<file path="src/rtl/snp_pkg.sv">
package snp_pkg;
  typedef enum logic [1:0] {
    CS_IDLE  = 2'd0,
    CS_FILL  = 2'd1,
    CS_WRITE = 2'd2
  } ctl_state_t;
endpackage

</file>
<file path="src/rtl/snp_line_store.sv">
module snp_line_store #(
  parameter int IDX_W  = 2,
  parameter int TAG_W  = 6,
  parameter int DATA_W = 32
) (
  input  logic              clk,
  input  logic              rst_n,
  input  logic [IDX_W-1:0]  rd_idx,
  output logic              rd_valid,
  output logic [TAG_W-1:0]  rd_tag,
  output logic [DATA_W-1:0] rd_data,
  input  logic [IDX_W-1:0]  sn_idx,
  output logic              sn_valid,
  output logic [TAG_W-1:0]  sn_tag,
  input  logic              kill_en,
  input  logic              patch_en,
  input  logic [DATA_W-1:0] patch_data,
  input  logic              fill_en,
  input  logic [IDX_W-1:0]  fill_idx,
  input  logic [TAG_W-1:0]  fill_tag,
  input  logic [DATA_W-1:0] fill_data
);
  localparam int LINES = 1 << IDX_W;

  logic              v_arr [LINES];
  logic [TAG_W-1:0]  t_arr [LINES];
  logic [DATA_W-1:0] d_arr [LINES];

  for (genvar g = 0; g < LINES; g++) begin : g_line
    logic              v_q;
    logic [TAG_W-1:0]  t_q;
    logic [DATA_W-1:0] d_q;
    // snoop effect first, local fill last (local access is ordered after snoop)
    always_ff @(posedge clk) begin
      if (!rst_n) begin
        v_q <= 1'b0;
        t_q <= '0;
        d_q <= '0;
      end else begin
        if (kill_en && sn_idx == IDX_W'(g)) v_q <= 1'b0;
        if (patch_en && sn_idx == IDX_W'(g)) d_q <= patch_data;
        if (fill_en && fill_idx == IDX_W'(g)) begin
          v_q <= 1'b1;
          t_q <= fill_tag;
          d_q <= fill_data;
        end
      end
    end
    assign v_arr[g] = v_q;
    assign t_arr[g] = t_q;
    assign d_arr[g] = d_q;
  end

  assign rd_valid = v_arr[rd_idx];
  assign rd_tag   = t_arr[rd_idx];
  assign rd_data  = d_arr[rd_idx];
  assign sn_valid = v_arr[sn_idx];
  assign sn_tag   = t_arr[sn_idx];
endmodule

</file>
<file path="src/rtl/snp_filter.sv">
module snp_filter #(
  parameter int TAG_W       = 6,
  parameter int ID_W        = 2,
  parameter int MY_ID       = 0,
  parameter bit UPDATE_MODE = 1'b0
) (
  input  logic             snp_valid,
  input  logic             snp_write,
  input  logic [ID_W-1:0]  snp_id,
  input  logic [TAG_W-1:0] snp_tag,
  input  logic             line_valid,
  input  logic [TAG_W-1:0] line_tag,
  output logic             kill,
  output logic             patch
);
  logic remote_hit;
  assign remote_hit = snp_valid && snp_write && (snp_id != ID_W'(MY_ID))
                      && line_valid && (line_tag == snp_tag);

  if (UPDATE_MODE) begin : g_update
    assign patch = remote_hit;
    assign kill  = 1'b0;
  end else begin : g_invalidate
    assign kill  = remote_hit;
    assign patch = 1'b0;
  end
endmodule

</file>
<file path="src/rtl/snp_wt_ctrl.sv">
module snp_wt_ctrl #(
  parameter int ADDR_W      = 8,
  parameter int DATA_W      = 32,
  parameter int IDX_W       = 2,
  parameter int ID_W        = 2,
  parameter int MY_ID       = 0,
  parameter bit UPDATE_MODE = 1'b0
) (
  input  logic              clk,
  input  logic              rst_n,
  input  logic              cpu_req_valid,
  output logic              cpu_req_ready,
  input  logic              cpu_req_write,
  input  logic [ADDR_W-1:0] cpu_req_addr,
  input  logic [DATA_W-1:0] cpu_req_wdata,
  output logic              cpu_rsp_valid,
  output logic [DATA_W-1:0] cpu_rsp_rdata,
  output logic              bus_req_valid,
  output logic              bus_req_write,
  output logic [ADDR_W-1:0] bus_req_addr,
  output logic [DATA_W-1:0] bus_req_wdata,
  input  logic              bus_ack,
  input  logic [DATA_W-1:0] bus_rdata,
  input  logic              snp_valid,
  input  logic              snp_write,
  input  logic [ID_W-1:0]   snp_id,
  input  logic [ADDR_W-1:0] snp_addr,
  input  logic [DATA_W-1:0] snp_wdata
);
  import snp_pkg::*;
  localparam int TAG_W = ADDR_W - IDX_W;

  function automatic logic [IDX_W-1:0] idx_of(input logic [ADDR_W-1:0] a);
    return a[IDX_W-1:0];
  endfunction
  function automatic logic [TAG_W-1:0] tag_of(input logic [ADDR_W-1:0] a);
    return a[ADDR_W-1:IDX_W];
  endfunction

  ctl_state_t        state_q;
  logic [ADDR_W-1:0] pend_addr_q;
  logic [DATA_W-1:0] pend_wdata_q;
  logic              rsp_v_q;
  logic [DATA_W-1:0] rsp_d_q;

  logic              rd_valid, sn_valid;
  logic [TAG_W-1:0]  rd_tag, sn_tag;
  logic [DATA_W-1:0] rd_data;

  // named events for the checker
  logic ev_accept, ev_hit, ev_snp_kill, ev_snp_patch, ev_fill_done, ev_wt_done;
  logic same_idx, lcl_valid;
  logic [DATA_W-1:0] lcl_data;
  logic fill_en;
  logic [DATA_W-1:0] fill_data;

  snp_line_store #(.IDX_W(IDX_W), .TAG_W(TAG_W), .DATA_W(DATA_W)) u_store (
    .clk(clk), .rst_n(rst_n),
    .rd_idx(idx_of(cpu_req_addr)), .rd_valid(rd_valid), .rd_tag(rd_tag), .rd_data(rd_data),
    .sn_idx(idx_of(snp_addr)), .sn_valid(sn_valid), .sn_tag(sn_tag),
    .kill_en(ev_snp_kill), .patch_en(ev_snp_patch), .patch_data(snp_wdata),
    .fill_en(fill_en), .fill_idx(idx_of(pend_addr_q)), .fill_tag(tag_of(pend_addr_q)),
    .fill_data(fill_data)
  );

  snp_filter #(.TAG_W(TAG_W), .ID_W(ID_W), .MY_ID(MY_ID), .UPDATE_MODE(UPDATE_MODE)) u_filter (
    .snp_valid(snp_valid), .snp_write(snp_write), .snp_id(snp_id),
    .snp_tag(tag_of(snp_addr)), .line_valid(sn_valid), .line_tag(sn_tag),
    .kill(ev_snp_kill), .patch(ev_snp_patch)
  );

  // local lookup sees the line as it will be after this cycle's snoop
  assign same_idx  = idx_of(snp_addr) == idx_of(cpu_req_addr);
  assign lcl_valid = rd_valid && !(ev_snp_kill && same_idx);
  assign lcl_data  = (ev_snp_patch && same_idx) ? snp_wdata : rd_data;

  assign cpu_req_ready = (state_q == CS_IDLE);
  assign ev_accept     = cpu_req_valid && cpu_req_ready;
  assign ev_hit        = lcl_valid && (rd_tag == tag_of(cpu_req_addr));
  assign ev_fill_done  = (state_q == CS_FILL) && bus_ack;
  assign ev_wt_done    = (state_q == CS_WRITE) && bus_ack;

  assign fill_en   = ev_fill_done || ev_wt_done;
  assign fill_data = ev_wt_done ? pend_wdata_q : bus_rdata;

  assign bus_req_valid = (state_q != CS_IDLE);
  assign bus_req_write = (state_q == CS_WRITE);
  assign bus_req_addr  = pend_addr_q;
  assign bus_req_wdata = pend_wdata_q;
  assign cpu_rsp_valid = rsp_v_q;
  assign cpu_rsp_rdata = rsp_d_q;

  always_ff @(posedge clk) begin
    if (!rst_n) begin
      state_q      <= CS_IDLE;
      pend_addr_q  <= '0;
      pend_wdata_q <= '0;
      rsp_v_q      <= 1'b0;
      rsp_d_q      <= '0;
    end else begin
      rsp_v_q <= 1'b0;
      unique case (state_q)
        CS_IDLE: if (ev_accept) begin
          if (!cpu_req_write && ev_hit) begin
            rsp_v_q <= 1'b1;
            rsp_d_q <= lcl_data;
          end else begin
            pend_addr_q  <= cpu_req_addr;
            pend_wdata_q <= cpu_req_wdata;
            state_q      <= cpu_req_write ? CS_WRITE : CS_FILL;
          end
        end
        CS_FILL, CS_WRITE: if (bus_ack) begin
          rsp_v_q <= 1'b1;
          rsp_d_q <= fill_data;
          state_q <= CS_IDLE;
        end
        default: state_q <= CS_IDLE;
      endcase
    end
  end
endmodule

</file>
<file path="config.mk">
export PLATFORM = sky130hd
export DESIGN_NAME = snp_wt_ctrl
export DESIGN_NICKNAME = d
export VERILOG_FILES = /design/src/rtl/snp_pkg.sv /design/src/rtl/snp_line_store.sv /design/src/rtl/snp_filter.sv /design/src/rtl/snp_wt_ctrl.sv
export SDC_FILE = /design/constraint.sdc
export NUM_CORES = 1
export LEC_CHECK = 0
export BUFFER_PORTS_ARGS = -buffer_cell sky130_fd_sc_hd__buf_2
export CAP_MARGIN = 20
export CORE_MARGIN = 2
export CORE_UTILIZATION = 42
export DETAILED_ROUTE_END_ITERATION = 10
export PLACE_DENSITY = 0.59
export SLEW_MARGIN = 20
export SYNTH_ARGS = -nofsm -noshare
export SYNTH_HDL_FRONTEND = slang
export SYNTH_SLANG_ARGS = --single-unit
</file>
<file path="constraint.sdc">
create_clock -name clk -period 3.5 [get_ports clk]
set_input_delay 0.7 -clock clk [delete_from_list [all_inputs] [get_ports clk]]
set_output_delay 0.7 -clock clk [all_outputs]
set_load 0.005 [all_outputs]
</file>
# Yosys cells after proc, flatten, opt, wreduce, memory -nomap -nowiden
# Cells that the tools add are included.
# word_totals
in_bits	121
elab_cells	110
regBits	231
out_inout_bits	76
# op_classes
eq_ne	15
n_reduce_logical	36
order_cmp	2
mux	37
n_bitwise	3
# op_table
op	n
$mux 32	6
$bmux 32 s2	1
$pmux 32 s2	1
$bmux 6 s2	2
$mux 6	4
$logic_and 1x1->1	19
$mux 1	15
$reduce_bool 2->1	7
$eq 6x6->1	2
$eq 2x2->1 const B	5
$mux 2	4
$eq 2x1->1 const B	3
$ge 3x3->1 const B	2
$logic_not 2->1	3
$not 2->3	2
$reduce_and 3->1	2
$bmux 1 s2	2
$ne 2x1->1 const B	2
$ne 2x2->1 const B	2
$pmux 2 s2	1
$reduce_and 4->1	1
$eq 2x2->1	1
$logic_not 1->1	2
$pmux 1 s2	1
other kinds (3)	3

# Logic depth before layout (Yosys ltp)
# depth
word_depth	14
depth_mapped	11
mapped_depth_nobuf	7

# Hierarchy
# From an unflattened synthesis, not the netlist that was laid out.
# unflattened
cells_unflattened	1375
hier_area_um2	11837.6
# by_module_without_submodules
module	seq_area_each_um2	n_inst	area_per_inst_um2	cells_per_inst
snp_line_store	3123.0	1	7554.7	895
snp_wt_ctrl	1501.4	1	4191.5	469
snp_filter	0.0	1	91.3	11

# Least setup slack after synthesis
# Ideal clock, no wire load.
# synth_timing
path_kind	input-to-reg
from	in snp_addr[1]
to	reg pend_wdata_q[19], in the netlist bus_req_wdata[19]
path_stages	11
setup_time_ns	0.121
path_buffers	4
path_slack_ns	0.555
t_arrival_ns	2.824
required_ns	3.379
path_cell_list	clkbuf_1 buf_2 mux4_2 xnor2_1 nand3_1 a211oi_2 o21bai_1 buf_6 buf_4 nand3_1 o21ai_0
# synth_via
elab_chain_cells	13
# synth_rtl
element	line_no	text
start, declared	snp_wt_ctrl.sv:27	input logic [ADDR_W-1:0] snp_addr,
$not 2->3 (not written as such)	snp_line_store.sv:57, snp_line_store.sv:58	
$bmux 6 s2 or $bmux 1 s2 (tied branches)	snp_line_store.sv:58, snp_line_store.sv:57	
$mux 6 (not written as such) or $mux 1 (tied branches) (2 in series)	snp_line_store.sv:58, snp_line_store.sv:57	
$eq 6x6->1 or $logic_and 1x1->1 (tied branches)	snp_filter.sv:18	&& line_valid && (line_tag == snp_tag);
$logic_and 1x1->1	snp_filter.sv:18	
$logic_and 1x1->1 (*)	snp_wt_ctrl.sv:74	assign lcl_valid = rd_valid && !(ev_snp_kill && same_idx);
$logic_not 1->1 (*)	snp_wt_ctrl.sv:74	
$logic_and 1x1->1 (*)	snp_wt_ctrl.sv:74	
$logic_and 1x1->1 (*)	snp_wt_ctrl.sv:79	assign ev_hit = lcl_valid && (rd_tag == tag_of(cpu_req_addr));
$logic_and 1x1->1 (*)	snp_wt_ctrl.sv:104	if (!cpu_req_write && ev_hit) begin
$not 1->1 (no line) (*)	-	
$reduce_and 3->1 (no line) (*)	-	
end signal, assigned	snp_wt_ctrl.sv:109	pend_wdata_q <= cpu_req_wdata;
end, declared	snp_wt_ctrl.sv:42	logic [DATA_W-1:0] pend_wdata_q;
# Mark *: on every way between the ends. The rest lies on a longest branch, timed or not. The select of a mux whose other input is x is not followed.
# A chain may end at the register's enable or synchronous reset.

# Worst setup path after layout
# layout_timing
from	in cpu_req_addr[0]
to	reg rsp_d_q[1], in the netlist cpu_rsp_rdata[1]
# layout_via
elab_chain_cells	9
# layout_rtl
element	line_no	text
start, declared	snp_wt_ctrl.sv:14	input logic [ADDR_W-1:0] cpu_req_addr,
$not 2->3 (not written as such)	snp_line_store.sv:54, snp_line_store.sv:55, snp_line_store.sv:56	
$bmux 6 s2 or $bmux 1 s2 (tied branches)	snp_line_store.sv:55, snp_line_store.sv:54	
$mux 6 (not written as such) or $mux 1 (tied branches) (2 in series)	snp_line_store.sv:55, snp_line_store.sv:54	
$eq 6x6->1 or $logic_and 1x1->1 (tied branches)	snp_wt_ctrl.sv:79, snp_wt_ctrl.sv:74	
$logic_and 1x1->1	snp_wt_ctrl.sv:79	
$logic_and 1x1->1	snp_wt_ctrl.sv:104	
$ne 2x1->1 (no line)	-	
$reduce_and 4->1 (no line)	-	
end signal, assigned	snp_wt_ctrl.sv:106	rsp_d_q <= lcl_data;
end signal, assigned	snp_wt_ctrl.sv:115	rsp_d_q <= fill_data;
end, declared	snp_wt_ctrl.sv:44	logic [DATA_W-1:0] rsp_d_q;
# Parallel ways exist; a longest one is shown, timed or not. The select of a mux whose other input is x is not followed.

==> results by group <==
Run status
  – Status: complete, no violations

Worst setup path
  – Setup crit end: cpu_rsp_rdata[1]
  – Origin of the critical flop-to-flop path: u_store.g_line[3].t_q[2]
  – Crit start category: input port
  – Worst EP arrival: 3.21 ns
  – Setup crit end kind: flip-flop
  – CP Max Fanout: 9
  – Reg2reg setup slack: 0.84 ns
  – Required time worst endpoint: 3.95 ns
  – Crit. Startpoint: cpu_req_addr[0]
  – RR Endpoint: cpu_rsp_rdata[1]
  – R2R depth: 8
  – Crit Path Class: input port to flip-flop

Timing
  – Final hold slack: 0.3985 ns
  – Max Clock Freq: 0.3622 GHz
  – RSZ-0062 raised after global routing: false
  – Max-slew violations: 0
  – Sum Neg Setup Slack: 0 ns
  – Final setup fails: 0
  – Layout Skew: 0.009637 ns
  – Relative slew slack: 58.14%
  – Final period util: 78.89%
  – Final worst slack: 0.7388 ns
  – Slew @ Worst Pin: 0.6104 ns
  – Fin crit period: 2.761 ns
  – Fin. Hold Viols: 0

Final layout
  – Most common cell after layout, fill and taps aside: nand2_1
  – Most frequent cells in the layout: 257 x nand2_1, 231 x dfxtp_1, 163 x buf_2
  – ANT cells: 0
  – Ratio of cells with drive above 1 in the final layout: 25.97%
  – Nets: 1320
  – Area Growth Syn to Fin: 18.33%
  – Design Area, Final: 0.01252 mm²

Routing
  – 1st-iter DRT viols: 542
  – Drt total wl: 26850 µm
  – Via density: 5.436
  – Antenna Nets Post-Route: 0
  – Via count: 8387
  – Drt first pass iters: 6
  – Avg WL per Cell: 17.40 µm
  – Drc violations: 0

Synth
  – Netlist cell types: 46
  – Synth Instances: 1080
  – Mapped Area: 0.01058 mm²
  – Number of synthesized flops with an enable pin: 0
  – FFs w/ async S/R, synth: 0%
  – Ranking of synthesized cells by area: dfxtp_1 44%, o211a_1 12%, nand2_1 9.2%
  – Yosys Warn Count: 0
  – Syn nets: 1205
  – Synthesized area per cell: 9.799 µm²
  – Cell taking the most area after synthesis: dfxtp_1
  – Top cell type's share of synthesized area: 43.70%
  – Sequential share of the synthesized area: 43.70%
  – Yosys reg bits: 231
  – Top FF cell, synth: dfxtp_1

Global route
  – Gr ovfl total: 0
  – Largest net degree at the start of global routing: 93
  – Initial antenna violation count: 0
  – Global-route wire length before repair: 43390 µm
  – GR Util All Layers: 20.36%
  – Vias in the first global route: 8012

Floorplan
  – Core area: 0.02496 mm²
  – Number of I/O pins: 197
  – Initial Util: 42.39%
  – Horiz. Die Dim: 162.7 µm
  – Die footprint: 0.02648 mm²
  – Die height: 162.7 µm
  – FP Rows: 58

Placed design
  – Port buffer count: 164
  – Placed Area: 0.01167 mm²
  – HPWL after DPL: 17330 µm
  – GP Congestion: 0.7934
  – Dpl ws: 0.2068 ns

Clock tree
  – Setup Buffers After CTS: 0
  – Clk sinks: 231
  – CTS clk-pin slew, worst paths: 0.06 ns
  – CTS H-Tree Depth: 1
  – CTS tree: built
  – CTS buffer count: 27
  – Post-CTS Resized: 0
  – Hold bufs inserted after CTS: 0
  – CTS root buf: clkbuf_16
  – Bufs on Longest Clock Path: 3
  – Clk Latency, worst-skew pair: 0.53 ns

Power
  – Leak Pwr: 0.006560 µW
  – Peak supply drop: 320.1 µV
  – PD cells: 500.0 mW/mm²

Flow run
  – Max Cap Violations: 0

Min path
  – Worst min-delay path class: input port to flip-flop
-- sequential cells by signal, indices dropped and copies added, names as in the netlist --
signal	count
bus_req_addr	8
bus_req_wdata	32
cpu_rsp_rdata	32
cpu_rsp_valid	1
state_q	2
u_store.g_line.d_q	128
u_store.g_line.t_q	24
u_store.g_line.v_q	4
-- critical path: stages --
cell and delay, ns:
buf_2 0.21, mux4_2 0.55, xor2_1 0.17, nor4_2 0.20, nand3_1 0.25, o32ai_4 0.42
nand3_4 0.29, buf_12 0.26, a22oi_1 0.15
-- how the worst min path moves through the flow --
stage | startpoint | to | slack (ns) | depth (start not counted)
after floorplan | u_store.g_line[1].t_q[2] | u_store.g_line[1].t_q[2] | 0.45 | 2
after global placement | cpu_rsp_rdata[22] | cpu_rsp_rdata[22] | 0.45 | 2
after detailed placement | cpu_rsp_rdata[22] | cpu_rsp_rdata[22] | 0.45 | 2
after CTS | cpu_req_wdata[16] | bus_req_wdata[16] | 0.38 | 3
after global routing | cpu_req_wdata[16] | bus_req_wdata[16] | 0.39 | 3
final | cpu_req_wdata[16] | bus_req_wdata[16] | 0.40 | 3
-- per-stage QoR --
| step | utilization, % | total power (µW) | instances |
|---|---|---|---|
| finish | 50.16 | 6261 | 1543 |
| detailed placement | 46.73 | 3629 | 1496 |
| global route | 50.16 | 6549 | 1543 |
| CTS | 50.16 | 6350 | 1543 |
| floorplan | - | 3356 | 1080 |
| global placement | 46.73 | 3618 | 1496 |
-- per-layer routing --
layer	vias to the layer above	GRT usage [%]	routed length, µm
li1	4140	-	-
met1	4022	27.83	12290
met2	196	34.19	12750
met3	29	3.030	1364
met4	0	4.505	438
met5	-	0	0
-- final cells by class --
cell class | count | area (µm²)
tap | 330 | 412.9
clock inverter | 6 | 67.56
multi-input combinational | 736 | 5463
sequential | 231 | 4624
clock buffer | 41 | 788.3
inverter | 7 | 26.28
timing repair buffer | 192 | 1140
fill | 2393 | 12440
-- cell families (layout without fill, tap and decap cells) --
group           count (synthesis)  count (layout)  synth area share, %
compound gates                283             283                23.04
xor+xnor                       17              17                1.407
fa+ha+maj                       4               4               0.4729
buf+inv                       113             246                4.977
flops                         231             231                43.70
mux                            79              79                12.44
simple gates                  353             353                13.96
-- synthesized netlist by cell type (all sizes together) (7+ instances only) --
| master | number |
|---|---|
| o211a | 128 |
| dfxtp | 231 |
| o21ai | 77 |
| nand3 | 78 |
| clkbuf | 76 |
| nand2 | 258 |
| a22oi | 32 |
| buf | 30 |
| xor2 | 11 |
| inv | 7 |
| mux4 | 42 |
| mux2i | 37 |
| a21boi | 28 |
-- report_power, final --
part,switching (µW),total (µW),internal [µW],leakage [µW]
combinational,445,741,296,0.00427
clock,1080,2700,1620,0.000418
sequential,74.0,2820,2750,0.00187
total,1600,6260,4660,0.00656
Note: power is estimated with default switching activity, not from simulation.
